File: src/rtl/glyph_pkg.sv
package glyph_pkg;

    localparam int GX_COORD_W = 12;
    localparam int GX_COLOR_W = 8;
    localparam int GX_WORD_W  = 32;
    localparam int GX_CNT_W   = $clog2(GX_WORD_W + 1);
    localparam int GX_SEL_W   = 4;

    typedef logic [GX_COORD_W-1:0] coord_t;
    typedef logic [GX_COLOR_W-1:0] color_t;
    typedef logic [GX_WORD_W-1:0]  word_t;
    typedef logic [GX_CNT_W-1:0]   cnt_t;

    typedef enum logic [GX_SEL_W-1:0] {
        SEL_ROW   = 4'd0,
        SEL_XFST  = 4'd1,
        SEL_XLST  = 4'd2,
        SEL_FG    = 4'd3,
        SEL_BG    = 4'd4,
        SEL_MASK  = 4'd5,
        SEL_XSTEP = 4'd6,
        SEL_YSTEP = 4'd7,
        SEL_WORD  = 4'd8
    } reg_sel_e;

    typedef struct packed {
        word_t  bits;
        coord_t x;
        coord_t y;
        cnt_t   len;
        color_t fg;
        color_t bg;
        color_t mask;
    } span_t;

    // Pixel count of a span: inclusive bounds, capped at one word, empty when reversed.
    function automatic cnt_t span_len(coord_t xs, coord_t xe);
        coord_t d;
        if (xe < xs) return '0;
        d = xe - xs;
        if (d >= coord_t'(GX_WORD_W - 1)) return cnt_t'(GX_WORD_W);
        return cnt_t'(d) + cnt_t'(1);
    endfunction

    function automatic color_t pick_color(logic b, color_t fg, color_t bg, color_t mask);
        return (b ? fg : bg) & mask;
    endfunction

endpackage

File: src/rtl/glyph_regs.sv
module glyph_regs
    import glyph_pkg::*;
(
    input  logic                clk,
    input  logic                rst,
    input  logic                wr_en,
    input  logic [GX_SEL_W-1:0] wr_sel,
    input  logic [31:0]         wr_data,
    input  logic                busy,
    output logic                start,
    output span_t               span
);

    coord_t row_q, xfst_q, xlst_q, xstep_q, ystep_q;
    color_t fg_q, bg_q, mask_q;
    logic   accept;

    assign accept = wr_en && !busy;
    assign start  = accept && (wr_sel == SEL_WORD);

    always_ff @(posedge clk) begin
        if (rst) begin
            row_q   <= '0;
            xfst_q  <= '0;
            xlst_q  <= '0;
            xstep_q <= coord_t'(GX_WORD_W);
            ystep_q <= '0;
            fg_q    <= '1;
            bg_q    <= '0;
            mask_q  <= '1;
        end else if (accept) begin
            case (reg_sel_e'(wr_sel))
                SEL_ROW:   row_q   <= wr_data[GX_COORD_W-1:0];
                SEL_XFST:  xfst_q  <= wr_data[GX_COORD_W-1:0];
                SEL_XLST:  xlst_q  <= wr_data[GX_COORD_W-1:0];
                SEL_FG:    fg_q    <= wr_data[GX_COLOR_W-1:0];
                SEL_BG:    bg_q    <= wr_data[GX_COLOR_W-1:0];
                SEL_MASK:  mask_q  <= wr_data[GX_COLOR_W-1:0];
                SEL_XSTEP: xstep_q <= wr_data[GX_COORD_W-1:0];
                SEL_YSTEP: ystep_q <= wr_data[GX_COORD_W-1:0];
                SEL_WORD: begin
                    xfst_q <= xfst_q + xstep_q;
                    xlst_q <= xlst_q + xstep_q;
                    row_q  <= row_q + ystep_q;
                end
                default: ;
            endcase
        end
    end

    always_comb begin
        span.bits = wr_data;
        span.x    = xfst_q;
        span.y    = row_q;
        span.len  = span_len(xfst_q, xlst_q);
        span.fg   = fg_q;
        span.bg   = bg_q;
        span.mask = mask_q;
    end

endmodule

File: src/rtl/glyph_shifter.sv
module glyph_shifter
    import glyph_pkg::*;
(
    input  logic   clk,
    input  logic   rst,
    input  logic   start,
    input  span_t  span_in,
    input  logic   pix_ready,
    output logic   pix_valid,
    output coord_t pix_x,
    output coord_t pix_y,
    output color_t pix_color,
    output logic   busy
);

    word_t  bits_q;
    coord_t x_q, y_q;
    cnt_t   left_q;
    color_t fg_q, bg_q, mask_q;
    logic   take;

    assign pix_valid = (left_q != '0);
    assign busy      = pix_valid;
    assign take      = pix_valid && pix_ready;

    always_ff @(posedge clk) begin
        if (rst) begin
            bits_q <= '0;
            x_q    <= '0;
            y_q    <= '0;
            left_q <= '0;
            fg_q   <= '0;
            bg_q   <= '0;
            mask_q <= '0;
        end else if (start && !pix_valid) begin
            bits_q <= span_in.bits;
            x_q    <= span_in.x;
            y_q    <= span_in.y;
            left_q <= span_in.len;
            fg_q   <= span_in.fg;
            bg_q   <= span_in.bg;
            mask_q <= span_in.mask;
        end else if (take) begin
            bits_q <= {bits_q[GX_WORD_W-2:0], 1'b0};
            x_q    <= x_q + coord_t'(1);
            left_q <= left_q - cnt_t'(1);
        end
    end

    assign pix_x     = x_q;
    assign pix_y     = y_q;
    assign pix_color = pick_color(bits_q[GX_WORD_W-1], fg_q, bg_q, mask_q);

endmodule

File: src/rtl/glyph_addr.sv
module glyph_addr
    import glyph_pkg::*;
#(
    parameter int PITCH  = 1024,
    parameter int ADDR_W = 24
) (
    input  coord_t            x,
    input  coord_t            y,
    output logic [ADDR_W-1:0] addr
);

    localparam bit POW2  = (PITCH & (PITCH - 1)) == 0;
    localparam int SHIFT = $clog2(PITCH);

    generate
        if (POW2) begin : g_shift
            assign addr = (ADDR_W'(y) << SHIFT) + ADDR_W'(x);
        end else begin : g_mul
            assign addr = ADDR_W'(y) * ADDR_W'(PITCH) + ADDR_W'(x);
        end
    endgenerate

endmodule

File: src/rtl/glyph_expander.sv
module glyph_expander
    import glyph_pkg::*;
#(
    parameter int PITCH  = 1024,
    parameter int ADDR_W = 24
) (
    input  logic              clk,
    input  logic              rst,
    input  logic              wr_en,
    input  logic [3:0]        wr_sel,
    input  logic [31:0]       wr_data,
    output logic              busy,
    output logic              pix_valid,
    input  logic              pix_ready,
    output logic [ADDR_W-1:0] pix_addr,
    output logic [7:0]        pix_color
);

    span_t  span_w;
    logic   start_w;
    coord_t px_w, py_w;

    glyph_regs u_regs (
        .clk     (clk),
        .rst     (rst),
        .wr_en   (wr_en),
        .wr_sel  (wr_sel),
        .wr_data (wr_data),
        .busy    (busy),
        .start   (start_w),
        .span    (span_w)
    );

    glyph_shifter u_shift (
        .clk       (clk),
        .rst       (rst),
        .start     (start_w),
        .span_in   (span_w),
        .pix_ready (pix_ready),
        .pix_valid (pix_valid),
        .pix_x     (px_w),
        .pix_y     (py_w),
        .pix_color (pix_color),
        .busy      (busy)
    );

    glyph_addr #(.PITCH(PITCH), .ADDR_W(ADDR_W)) u_addr (
        .x    (px_w),
        .y    (py_w),
        .addr (pix_addr)
    );

endmodule

File: config.mk
export PLATFORM = sky130hd
export DESIGN_NAME = glyph_expander
export DESIGN_NICKNAME = d
export VERILOG_FILES = /design/src/rtl/glyph_pkg.sv /design/src/rtl/glyph_regs.sv /design/src/rtl/glyph_shifter.sv /design/src/rtl/glyph_addr.sv /design/src/rtl/glyph_expander.sv
export SDC_FILE = /design/constraint.sdc
export NUM_CORES = 1
export LEC_CHECK = 0
export BUFFER_PORTS_ARGS = -buffer_cell sky130_fd_sc_hd__buf_4
export CAP_MARGIN = 0
export CORE_MARGIN = 2
export CORE_UTILIZATION = 25
export CTS_CLUSTER_SIZE = 12
export DETAILED_ROUTE_END_ITERATION = 8
export HOLD_SLACK_MARGIN = 0.15
export PLACE_DENSITY = 0.48
export SYNTH_ARGS = -nofsm -noshare
export SYNTH_HDL_FRONTEND = slang
export SYNTH_SLANG_ARGS = --single-unit
export TNS_END_PERCENT = 100
File: constraint.sdc
create_clock -name clk -period 3.45 [get_ports clk]
set_clock_uncertainty 0.1 [all_clocks]
set_input_delay 0.345 -clock clk [delete_from_list [all_inputs] [get_ports clk]]
set_output_delay 0.345 -clock clk [all_outputs]
set_load 0.01 [all_outputs]
== Yosys cells after proc, flatten, opt, wreduce, memory -nomap -nowiden ==
Cells that the tools add are included.
Storage, ports and cells
  output and inout bits: 34
  register bits: 170
  input port bits: 40
Operators by class
  add/sub/neg operators: 8
  magnitude comparators: 2
  mux-type cells: 17
  reduce and logical (&&, ||, !) cells: 19
  eq/ne operators: 8
  bitwise operators: 1
Operator list (count)
  $pmux W12 S2: 3
  $mux W32: 2
  $add A12 B12 Y12: 3
  $mux W6: 6
  $mux W12: 2
  $add A22 B12 Y23: 1
  $eq A4 B3 Y1 const B: 4
  $reduce_and A2 Y1: 8
  $add A12 B1 Y12 const B: 1
  $ge A12 B5 Y1 const B: 1
  $lt A12 B12 Y1: 1
  $sub A12 B12 Y12: 1
  $and A8 B8 Y8: 1
  $eq A4 B2 Y1 const B: 2
  $mux W8: 1
  $reduce_bool A2 Y1: 4
  $add A6 B1 Y6 const B: 1
  $reduce_bool A6 Y1: 1
  $sub A6 B1 Y6 const B: 1
  $eq A4 B1 Y1 const B: 1
  $eq A4 B4 Y1 const B: 1
  $logic_and A1 B1 Y1: 4
  $logic_not A4 Y1: 1
  $mux W1: 3
  $logic_not A1 Y1: 1

== Longest topological paths before layout ==
Gate-level depths: netlist (run 1).
  word-level depth: 7
  depth in mapped cells: 11
  depth with buffers taken out: 11

== Cells and area by module ==
From an unflattened synthesis (run 1), not the netlist that was laid out.
Unflattened totals
  cell total of the unflattened synthesis: 1232
  area total of the unflattened synthesis: 10123.5 sq um
By module, submodules not included
  glyph_regs: area an instance 5909.4 sq um, cells each 735, instances 1
  glyph_shifter: area an instance 3862.5 sq um, cells each 449, instances 1
  glyph_addr: area an instance 351.6 sq um, cells each 48, instances 1

== Least setup slack after synthesis (run 1) ==
OpenSTA, ideal clock, no wires.
  path type: reg-to-reg
  from: register u_regs.xlst_q[0]
  to: register u_shift.left_q[5]
  period minus slack after synthesis: 2.496 ns
  stages on the path, launching flop included: 12
  arrival: 2.322 ns
  setup slack: 0.954 ns
  setup time: 0.074 ns
  cells stage by stage: dfxtp_1 > inv_1 > ha_1 > fa_1 > nor2b_1 > o31a_1 > o21ai_1 > a21oi_1 > a2111oi_0 > or3_1 > a211o_1 > a31oi_1
Between the ends
  word-level cells in the longest chain between the ends: 7
Ends and longest elaborated chain
  from (decl): RTL line glyph_regs.sv:14  | coord_t row_q, xfst_q, xlst_q, xstep_q, ystep_q;
  from (signal assigned): RTL line glyph_regs.sv:35  | SEL_XLST: xlst_q <= wr_data[GX_COORD_W-1:0];
  from (signal assigned): RTL line glyph_regs.sv:43  | xlst_q <= xlst_q + xstep_q;
  $sub A12 B12 Y12: RTL line glyph_pkg.sv:40  | d = xe - xs;
  $ge A12 B5 Y1: RTL line glyph_pkg.sv:41  | if (d >= coord_t'(GX_WORD_W - 1)) return cnt_t'(GX_WORD_W);
  $mux W1: RTL line glyph_pkg.sv:41
  $mux W1: RTL line glyph_pkg.sv:40
  $mux W6: RTL line glyph_pkg.sv:42  | return cnt_t'(d) + cnt_t'(1);
  $mux W6 *: RTL line glyph_pkg.sv:40
  $mux W6 *: RTL line glyph_shifter.sv:35  | end else if (start && !pix_valid) begin
  to (signal assigned): RTL line glyph_shifter.sv:39  | left_q <= span_in.len;
  to (signal assigned): RTL line glyph_shifter.sv:46  | left_q <= left_q - cnt_t'(1);
  to (decl): RTL line glyph_shifter.sv:18  | cnt_t left_q;
Every way passes the cells marked *; elsewhere a longest branch is shown, timed or not. The select of a mux whose other input is x is not followed.
A chain may end at the register's enable or synchronous reset.

== Worst setup path in the final report (run 1) ==
  from: register u_regs.xlst_q[0]
  to: register u_shift.left_q[2]
The elaborated chain is that of the path after synthesis.

==> results of run 1 <==
## power by group through the flow
stage	clock (mW)	sequential (mW)	combinational [mW]
floorplan	0	2.19	0.990
global placement	0	2.24	1.34
detailed placement	0	2.24	1.35
CTS	2.06	2.20	1.38
global route	2.14	2.21	1.52
finish	1.99	2.20	1.37
## critical path: stages, from the launching register on
cell	delay, ps
dfxtp_1	350
inv_1	60
ha_1	210
fa_1	400
nor2b_1	180
o31a_1	160
o21ai_1	80
a21oi_1	220
a2111oi_0	180
nor4_1	260
nand4bb_1	270
o31ai_1	310
## final cells by class
class	count	area share
Clock buffer	18	0.0387
Sequential cell	170	0.307
Tap cell	468	0.0528
Multi-Input combinational cell	834	0.483
Clock inverter	12	0.0152
Inverter	38	0.0129
Timing Repair Buffer	121	0.0902
## worst max path at each step
stage | from | slack (ps) | depth (start not counted) | to
floorplan | u_regs.xlst_q[0]$_SDFFE_PP0P_ | 950 | 11 | u_shift.left_q[5]$_SDFFE_PP0P_
global placement | u_regs.xlst_q[0]$_SDFFE_PP0P_ | 700 | 11 | u_shift.left_q[2]$_SDFFE_PP0P_
detailed placement | u_regs.xlst_q[0]$_SDFFE_PP0P_ | 560 | 11 | u_shift.left_q[2]$_SDFFE_PP0P_
CTS | u_regs.xlst_q[0]$_SDFFE_PP0P_ | 530 | 11 | u_shift.left_q[2]$_SDFFE_PP0P_
global route | u_regs.xlst_q[0]$_SDFFE_PP0P_ | 250 | 11 | u_shift.left_q[2]$_SDFFE_PP0P_
finish | u_regs.xlst_q[0]$_SDFFE_PP0P_ | 570 | 11 | u_shift.left_q[2]$_SDFFE_PP0P_
## through the flow
step,cell area (µm²),total power [mW]
CTS,11100,5.64
detailed placement,10200,3.59
global route,11100,5.87
floorplan,9240,3.18
global placement,10200,3.58
finish,11100,5.56
## metal layers
layer | vias to the layer above | track usage | wire, µm
li1 | 4074 | - | -
met1 | 3738 | 0.194 | 13200
met2 | 162 | 0.211 | 11500
met3 | 21 | 0.0272 | 1110
met4 | 0 | 0.0337 | 316
met5 | - | 0 | 0
## sequential cells by signal, indices dropped and copies added, names as in the netlist, 12 cells and up
name            count
u_regs.row_q       12
u_regs.xfst_q      12
u_regs.xlst_q      12
u_regs.xstep_q     12
u_regs.ystep_q     12
u_shift.bits_q     32
u_shift.pix_x      12
u_shift.pix_y      12
## cells by family (layout without fill, tap and decap cells)
| family | after synthesis | after routing | synth area share |
|---|---|---|---|
| AOI/OAI and AO/OA | 306 | 306 | 0.212 |
| xor gates and xnor gates | 47 | 47 | 0.0445 |
| adders and majority gates | 55 | 55 | 0.0785 |
| buffers and inverters | 108 | 189 | 0.0525 |
| DFF | 170 | 170 | 0.368 |
| muxes | 44 | 44 | 0.0478 |
| other | 1 | 1 | 0.000406 |
| and+or+nand+nor | 381 | 381 | 0.196 |
## cell usage in the layout (no fill, tap or decap), drive strengths merged, types with 4 or more instances in the layout
cell	synthesis	routed
a211o	19	19
a211oi	15	15
a21o	8	8
a21oi	121	121
a22oi	32	32
a311oi	25	25
a31oi	8	8
and2	7	7
and3	16	16
buf	32	89
clkbuf	38	18
clkinv	0	4
dfxtp	170	170
dlygate4sd3	0	32
fa	5	5
ha	50	50
inv	38	41
mux2i	43	43
nand2	151	151
nand2b	7	7
nand3	19	19
nand3b	5	5
nand4	5	5
nor2	100	100
nor2b	33	33
nor3	17	17
nor3b	5	5
nor4	4	4
o211ai	4	4
o21a	8	8
o21ai	42	42
o31ai	5	5
or2	4	4
or3	4	4
xnor2	27	27
xor2	20	20
## what timing repair did
| action | 4_1_cts | 5_1_grt |
|---|---|---|
| endpoints found under the hold margin | 60 | 0 |
| gates resized for setup | 0 | 0 |
| hold buffers | 32 | 0 |
==> metrics.cfg, run 1 <==
[timing]
setup_viol = 0
finalCriticalPeriod_ps = 2880
rsz0062_at_grt = no
tightest_slew_ps = 999
fin_ws_ps = 569
hold_violations = 0
min_period_over_period = 0.835
relSlewSlack = 0.334
max_freq_mhz = 347
tns_ps = 0
timing.hold.ws_ps = 270
maxSlewViolCount = 0

[power_and_ir_drop]
pwr-share-clk = 0.358
seqPwrFrac = 0.395
powerDensity_mw_per_mm2 = 501
p_sw_frac = 0.325
comb_power_share = 0.246
netSwitchingPower_mw = 1.81
peakVddDrop_mv = 0.339
internal_power_mw = 3.75
leakage_nw = 4.05

[clock_network]
cts.reportedPaths.clkPinSlew_ps = 80
cts_sinks = 170
clk_latency_ps = 430
cts_tree = yes
root_buffer = clkbuf_16
ctsHtreeMaxLevel = 4
cts_buffers = 17
post_cts_buffers = 0
clockBufferDepth = 2

[yosys]
synthCells = 1112
yosysMostFrequentCell = dfxtp_1
synth_top_area_share = 0.368
netlist_top_cells_area = dfxtp_1, ha_1, a21oi_1
syn-num-nets = 1207
synth_common_cells = dfxtp_1, nand2_1, a21oi_1, nor2_1, ha_1
synth.avg_cell_area_um2 = 8.31
synth.cell_area_mm2 = 0.00924
synth_edf_count = 0
ys_warn_count = 0
synth_top_area_cell = dfxtp_1
ys_seq_area_frac = 0.368
ys.flop_type = dfxtp_1
synthArstFlopShare = 0
ys_ff_latch = 170
yosysUniqueCellTypes = 63

[floorplan]
die_w_um = 196
rows = 70
dieArea_mm2 = 0.0385
die_h_um = 196
ios = 74
start_util = 0.253
coreArea_mm2 = 0.0365

[cells_and_area]
fillers = 3895
area_growth_pct = 20.1
multiInputGateArea_mm2 = 0.00536
instances_no_fill = 1661
fin_util = 0.304
drive_gt1_frac = 0.119
fin_nets = 1277
seq_area_mm2 = 0.00340
antenna_cells = 0

[worst_setup_path]
reg2reg_slack_ps = 570
cp-end-kind = register
cp-start-kind = register
arrival_ps = 3120
crit_type = reg -> reg
required_ps = 3690
worstReg2RegEnd = u_shift.left_q[2]$_SDFFE_PP0P_
r2r-start = u_regs.xlst_q[0]$_SDFFE_PP0P_
r2r_cells = 11
worstPathMaxFanout = 5

[routing]
route.detailed.drc = 0
wirelength_um = 26200
wire_per_inst_um = 15.8
vias_per_cell = 4.81
drt-pass1-iter-count = 5
vias = 7995
first_iter_violations = 463
ant_nets = 0

[grt]
grt_pass1_wl_um = 41400
grt_overflow = 0
grt_usage = 0.137
grt_max_degree = 92
antenna_found_initial = 0
grt_pass1_vias = 7342

[job]
maxCapViolCount = 0

[placement]
dp_worst_setup_slack_ps = 560
routabilityCongestion = 0.833
io_buffers = 72
place_hpwl_um = 19000
placed_cells = 1599

[worst_hold_path]
whs_path_depth = 5
hp-class = in -> reg
holdPathEnd = u_shift.left_q[2]$_SDFFE_PP0P_
hp-start = pix_ready

[status]
status = complete, no violations

Note: power is estimated with default switching activity, not from simulation.
==> inputs of run 2 (changes only) <==
Clock period 3.45 ns to 2.8 ns, I/O delays scaled along.
==> run 2 against run 1 <==
Compared with the run above:
- first-iteration DRC count is 14% lower
- highest routed layer unchanged
- final cell count is 0.90% higher
- clock power is 23% higher
- critical endpoint is now u_shift.left_q[4]$_SDFFE_PP0P_
- worst setup slack worse by 370 ps
- largest power group unchanged
- routed wire length is 0.61% lower
- hold slack worse by 30 ps
- utilization is 0.60 points higher
- sequential cell count stayed put
==> metrics.cfg, run 2 (same netlist as run 1, synthesis figures left out) <==
[status]
status = complete, no violations  ; unchanged

[floorplan]
dieArea_mm2 = 0.0385  ; unchanged
die_w_um = 196  ; unchanged
start_util = 0.253  ; unchanged
ios = 74  ; unchanged
rows = 70  ; unchanged
coreArea_mm2 = 0.0365  ; unchanged
die_h_um = 196  ; unchanged

[worst_setup_path]
r2r-start = u_regs.xlst_q[0]$_SDFFE_PP0P_  ; unchanged
crit_path_start = u_regs.xlst_q[0]$_SDFFE_PP0P_  ; unchanged
cp-start-kind = register  ; unchanged
cp_slowest_cell = dfxtp_1  ; was fa_1
worstPathMaxFanout = 5  ; unchanged
cp-end-kind = register  ; unchanged
max_stage_delay_ps = 370  ; was 400 ps
reg2reg_slack_ps = 200  ; was 570 ps
worstReg2RegEnd = u_shift.left_q[4]$_SDFFE_PP0P_  ; was u_shift.left_q[2]$_SDFFE_PP0P_
r2r_cells = 11  ; unchanged
path_cells = inv_1 -> ha_1 -> fa_2 -> nor2b_2 -> o31a_1 -> o21ai_1 -> a21oi_1 -> a2111oi_1 -> nor4_1 -> nand4bb_2 -> o31ai_1  ; was inv_1 -> ha_1 -> fa_1 -> nor2b_1 -> o31a_1 -> o21ai_1 -> a21oi_1 -> a2111oi_0 -> nor4_1 -> nand4bb_1 -> o31ai_1
arrival_ps = 2860  ; was 3120 ps
cp_top_family = compound AO/OA/AOI/OAI gates  ; unchanged
required_ps = 3060  ; was 3690 ps
crit_type = reg -> reg  ; unchanged
cp_num_buf_inv = 1  ; unchanged

[grt]
grt_pass1_vias = 7431  ; was 7342
busiest_layer = met2  ; unchanged
grt_max_degree = 75  ; was 92
grt_use_met1 = 0.190  ; was 0.194
grtUsageMet3 = 0.0220  ; was 0.0272
grt_usage = 0.136  ; was 0.137
grt_overflow = 0  ; unchanged
grt_pass1_wl_um = 41100  ; was 41400 µm
antenna_found_initial = 0  ; unchanged
use_met2 = 0.218  ; was 0.211

[power_and_ir_drop]
peakVddDrop_mv = 0.433  ; was 0.339 mV
powerDensity_mw_per_mm2 = 613  ; was 501 mW/mm²
leakage_nw = 4.17  ; was 4.05 nW

[clock_network]
cts.reportedPaths.clkPinSlew_ps = 80  ; about the same
cts_tree = yes  ; unchanged
clockBufferDepth = 2  ; unchanged
root_buffer = clkbuf_16  ; unchanged
ctsHtreeMaxLevel = 4  ; unchanged
post_cts_buffers = 0  ; unchanged
cts_sinks = 170  ; unchanged
cts_buffers = 17  ; unchanged
clk_latency_ps = 440  ; was 430 ps

[cells_and_area]
fin_util = 0.310  ; was 0.304
antenna_cells = 0  ; unchanged
largest_reg_flops = 32  ; unchanged
fin_nets = 1291  ; was 1277
seq_area_mm2 = 0.00340  ; about the same
multiInputGateArea_mm2 = 0.00543  ; was 0.00536 mm²
top_register = u_shift.bits_q  ; unchanged
instances_no_fill = 1676  ; was 1661
area_growth_pct = 22.4  ; was 20.1%
drive_gt1_frac = 0.142  ; was 0.119
final_cell_mix = dfxtp_1, nand2_1, a21oi_1  ; unchanged
fillers = 3872  ; was 3895
final_area_mm2 = 0.0113  ; was 0.0111 mm²
final_common_cell = dfxtp_1  ; unchanged

[routing]
first_iter_violations = 399  ; was 463
vias = 8023  ; was 7995
wirelength_um = 26000  ; was 26200 µm
ant_nets = 0  ; unchanged
route.detailed.drc = 0  ; unchanged
drt-pass1-iter-count = 5  ; unchanged
vias_per_cell = 4.79  ; was 4.81
wire_per_inst_um = 15.5  ; was 15.8 µm

[placement]
placed_cells = 1612  ; was 1599
dpl_cell_area_mm2 = 0.0103  ; was 0.0102 mm²
place_hpwl_um = 18800  ; was 19000 µm
routabilityCongestion = 0.828  ; was 0.833
io_buffers = 72  ; unchanged

[timing]
timing.hold.ws_ps = 239  ; was 270 ps
setup_viol = 0  ; unchanged
rsz0062_at_grt = yes  ; was no
finalCriticalPeriod_ps = 2600  ; was 2880 ps
hold_violations = 0  ; unchanged
relSlewSlack = 0.571  ; was 0.334
max_freq_mhz = 385  ; was 347 MHz
maxSlewViolCount = 0  ; unchanged
tns_ps = 0  ; unchanged
tightest_slew_ps = 643  ; was 999 ps
min_period_over_period = 0.929  ; was 0.835

[worst_hold_path]
hp-class = in -> reg  ; unchanged
hp-start = pix_ready  ; unchanged
holdPathEnd = u_shift.left_q[2]$_SDFFE_PP0P_  ; unchanged
whs_path_depth = 5  ; unchanged

[job]
maxCapViolCount = 0  ; unchanged

## run 2: cell count changes in the layout (fill, tap and decap cells not counted), moves of 2 or more
cell       previous run  this run
buf_4                88        97
buf_12                1         5
a21oi_1             121       118
a21oi_2               0         3
inv_6                 2         5
a2111oi_0             2         0
clkinv_4              4         2
fa_1                  5         3
fa_2                  0         2
o21ai_0              40        38
## run 2: area by class of cell
cell class	count	area share
clock buffers	18	0.0388
clock inverters	13	0.0138
inverters	38	0.0126
multi-input cells	834	0.480
flip-flops and latches	170	0.301
well taps	468	0.0518
repair buffers	135	0.102
## run 2: worst min-delay path, delay by kind of cell
family	cells	cell delay, ps
simple gates	2	250
buf+inv	2	150
compound gates	1	50
## run 2: what timing repair did
action / 4_1_cts / 5_1_grt
resized for setup: 0 / 20
endpoints found under the setup margin: 0 / 14
hold endpoints to repair: 80 / 0
hold buffers: 33 / 0
## run 2: worst max path at each step
| stage | endpoint | slack [ps] | cells after the start |
|---|---|---|---|
| after floorplan | u_shift.left_q[5]$_SDFFE_PP0P_ | 300 | 11 |
| after global placement | u_shift.left_q[2]$_SDFFE_PP0P_ | 90 | 11 |
| after detailed placement | u_shift.left_q[2]$_SDFFE_PP0P_ | 10 | 11 |
| after CTS | u_shift.left_q[2]$_SDFFE_PP0P_ | 1 | 11 |
| after global routing | u_shift.left_q[4]$_SDFFE_PP0P_ | -10 | 11 |
| final | u_shift.left_q[4]$_SDFFE_PP0P_ | 200 | 11 |
## run 2: per-stage QoR
step	setup WS [ps]	power, mW
floorplan	304	3.92
global placement	85.8	4.47
detailed placement	14.7	4.48
CTS	1.22	6.99
global route	-9.52	7.33
finish	200	6.93
## run 2: per-layer routing
metal	share of wire	vias up
li1	-	4113
met1	0.51	3764
met2	0.45	127
met3	0.028	19
met4	0.0097	0
met5	0	-
## run 2: where the power goes
part	internal (mW)	switching [mW]
clock network	1.36	1.08
registers	2.55	0.145
logic	0.743	1.05
total	4.65	2.28
==> inputs of run 3 (changes only) <==
Settings changed: ABC_AREA from default to 0, SYNTH_HIERARCHICAL from default to 1.
==> run 3 against run 2 <==
Compared with the run above:
- the run now ends with setup timing left
- routed wire length is 13% higher
- power grew 12%
- hold slack got worse by 24 ps
- synthesized cell count up 11%
- maximum frequency shrank 9.4%
- sequential share of layout area is 2.8 points lower
- critical path depth up 2
- critical endpoint is now u_shift/left_q[0]$_SDFFE_PP0P_
==> metrics.cfg, run 3 <==
[status]
status = finished with violations  ; was complete, no violations
failed_checks = setup timing

[clock_network]
cts.reportedPaths.clkPinSlew_ps = 70  ; was 80 ps
root_buffer = clkbuf_16  ; unchanged
cts_buffers = 17  ; unchanged
clockBufferDepth = 2  ; unchanged
clk_latency_ps = 430  ; was 440 ps
ctsHtreeMaxLevel = 4  ; unchanged
cts_tree = yes  ; unchanged
cts_sinks = 170  ; unchanged

[timing]
timing.hold.ws_ps = 215  ; was 239 ps
relSlewSlack = 0.544  ; was 0.571
hold_violations = 0  ; unchanged
maxSlewViolCount = 0  ; unchanged
min_period_over_period = 1.02  ; was 0.929
max_freq_mhz = 349  ; was 385 MHz
finalCriticalPeriod_ps = 2870  ; was 2600 ps
tightest_slew_ps = 682  ; was 643 ps
setup_viol = 3  ; was 0
fin_ws_ps = -69.1  ; was 200 ps
rsz0062_at_grt = yes  ; unchanged

[yosys]
synth_common_cells = dfxtp_1, nand2_1, a21oi_1, nor2_1, inv_1  ; was dfxtp_1, nand2_1, a21oi_1, nor2_1, ha_1
synth_edf_count = 0  ; unchanged
synth.cell_area_mm2 = 0.0101  ; was 0.00924 mm²
syn-num-nets = 1327  ; was 1207
yosysMostFrequentCell = dfxtp_1  ; unchanged
synthArstFlopShare = 0  ; unchanged
synth.avg_cell_area_um2 = 8.22  ; was 8.31 µm²
ys.flop_type = dfxtp_1  ; unchanged
synthCells = 1232  ; was 1112
synth_top_area_share = 0.336  ; was 0.368
ys_seq_area_frac = 0.336  ; was 0.368
ys_warn_count = 6  ; was 0
synth_top_area_cell = dfxtp_1  ; unchanged
yosysUniqueCellTypes = 80  ; was 63
netlist_top_cells_area = dfxtp_1, a21oi_1, ha_1  ; was dfxtp_1, ha_1, a21oi_1
ys_ff_latch = 170  ; unchanged

[placement]
placed_cells = 1799  ; was 1612
io_buffers = 72  ; unchanged
routabilityCongestion = 0.812  ; was 0.828
place_hpwl_um = 21800  ; was 18800 µm
dp_worst_setup_slack_ps = -230  ; was 14.7 ps

[worst_setup_path]
r2r-start = u_regs/xlst_q[0]$_SDFFE_PP0P_  ; was u_regs.xlst_q[0]$_SDFFE_PP0P_
required_ps = 3060  ; about the same
crit_type = reg -> reg  ; unchanged
r2r_cells = 13  ; was 11
arrival_ps = 3130  ; was 2860 ps
worstReg2RegEnd = u_shift/left_q[0]$_SDFFE_PP0P_  ; was u_shift.left_q[4]$_SDFFE_PP0P_
cp-start-kind = register  ; unchanged
worstPathMaxFanout = 5  ; unchanged
cp-end-kind = register  ; unchanged
reg2reg_slack_ps = -70  ; was 200 ps

[cells_and_area]
fin_nets = 1427  ; was 1291
fillers = 4192  ; was 3872
largest_reg_flops = 32  ; unchanged
final_common_cell = dfxtp_1  ; unchanged
final_cell_mix = dfxtp_1, nand2_1, buf_4  ; was dfxtp_1, nand2_1, a21oi_1
instances_no_fill = 1870  ; was 1676
drive_gt1_frac = 0.208  ; was 0.142
fin_util = 0.314  ; was 0.310
antenna_cells = 0  ; unchanged
top_register = u_shift/bits_q  ; was u_shift.bits_q
area_growth_pct = 23.7  ; was 22.4%

[power_and_ir_drop]
peakVddDrop_mv = 0.339  ; was 0.433 mV
powerDensity_mw_per_mm2 = 617  ; was 613 mW/mm²
leakage_nw = 4.73  ; was 4.17 nW
power_mw = 7.73  ; was 6.93 mW

[grt]
grt_pass1_vias = 8563  ; was 7431
grt_pass1_wl_um = 46900  ; was 41100 µm
antenna_found_initial = 0  ; unchanged
grt_overflow = 0  ; unchanged
grt_usage = 0.140  ; was 0.136
grt_max_degree = 76  ; was 75

[worst_hold_path]
holdPathEnd = u_shift/bits_q[26]$_SDFFE_PP0P_  ; was u_shift.left_q[2]$_SDFFE_PP0P_
hp-start = rst  ; was pix_ready
whs_path_depth = 2  ; was 5
hp-class = in -> reg  ; unchanged

[floorplan]
start_util = 0.254  ; was 0.253
die_w_um = 205  ; was 196 µm
coreArea_mm2 = 0.0398  ; was 0.0365 mm²
rows = 73  ; was 70
die_h_um = 205  ; was 196 µm
ios = 74  ; unchanged
dieArea_mm2 = 0.0421  ; was 0.0385 mm²

[routing]
drt-pass1-iter-count = 5  ; unchanged
wirelength_um = 29500  ; was 26000 µm
ant_nets = 0  ; unchanged
vias_per_cell = 4.84  ; was 4.79
wire_per_inst_um = 15.8  ; was 15.5 µm
route.detailed.drc = 0  ; unchanged
first_iter_violations = 648  ; was 399
vias = 9052  ; was 8023

[job]
maxCapViolCount = 0  ; unchanged

## run 3: metrics by stage
step	TNS (ps)	instance area, µm²
after floorplan	0	10100
after global placement	-505	11400
after detailed placement	-670	11400
after CTS	0	12400
after global routing	-1090	12500
final	-109	12500
## run 3: power breakdown
group / total [mW] / leakage, nW / internal, mW / switching (mW)
logic: 2.63 / 3.08 / 1.26 / 1.37
registers: 2.68 / 1.37 / 2.56 / 0.124
clock network: 2.42 / 0.281 / 1.29 / 1.13
## run 3: metal layers
metal / vias up / wire length (µm) / track usage
met4: 0 / 306 / 0.0326
met5: - / 0 / 0
met1: 4329 / 14500 / 0.196
met3: 22 / 1050 / 0.0196
li1: 4539 / - / -
met2: 162 / 13600 / 0.228
## run 3: critical path: stages, from the launching register on
cell	delay, ps
dfxtp_2	340
inv_2	50
ha_4	160
fa_2	370
nand2b_4	170
a211oi_4	250
a311oi_2	160
o21bai_1	220
a21oi_2	110
nor4_4	340
buf_4	170
and2_4	130
a22oi_1	70
a21oi_1	160
## run 3: kinds of logic (layout without fill, tap and decap cells)
group | count (synthesis) | in the layout | synth area share
buf+inv | 169 | 282 | 0.0923
other cells | 1 | 1 | 0.000370
simple gates | 448 | 448 | 0.215
mux | 15 | 15 | 0.0148
fa+ha+maj | 55 | 55 | 0.0717
compound gates | 328 | 328 | 0.230
flops | 170 | 170 | 0.336
xor+xnor | 46 | 46 | 0.0398
## run 3: worst max path at each step
stage	cells after the start	end	start	slack, ps
6_report	13	u_shift/left_q[0]$_SDFFE_PP0P_	u_regs/xlst_q[0]$_SDFFE_PP0P_	-70
5_1_grt	12	u_shift/left_q[4]$_SDFFE_PP0P_	u_regs/xlst_q[0]$_SDFFE_PP0P_	-260
4_1_cts	12	u_regs/xfst_q[10]$_SDFFE_PP0P_	u_regs/xfst_q[0]$_SDFFE_PP0P_	0.7
3_5_place_dp	12	u_shift/left_q[1]$_SDFFE_PP0P_	u_regs/xlst_q[0]$_SDFFE_PP0P_	-230
3_3_place_gp	12	u_shift/left_q[1]$_SDFFE_PP0P_	u_regs/xlst_q[0]$_SDFFE_PP0P_	-200
2_1_floorplan	11	u_shift/left_q[1]$_SDFFE_PP0P_	u_regs/xfst_q[1]$_SDFFE_PP0P_	10
## run 3: layout make-up
type / count / area (µm²) / area share
multi-input combinational: 893 / 5990 / 0.478
sequential: 170 / 3410 / 0.272
timing repair buffer: 199 / 1680 / 0.134
tap: 525 / 657 / 0.0525
clock buffer: 19 / 443 / 0.0354
inverter: 51 / 191 / 0.0153
clock inverter: 13 / 149 / 0.0119
## run 3: timing repair
item                       4_1_cts  5_1_grt
gates resized for setup         27       20
pin swaps                        9        8
setup buffers                    1        6
hold endpoints to repair        64        0
setup endpoints to repair        7       12
hold buffers                    33        0
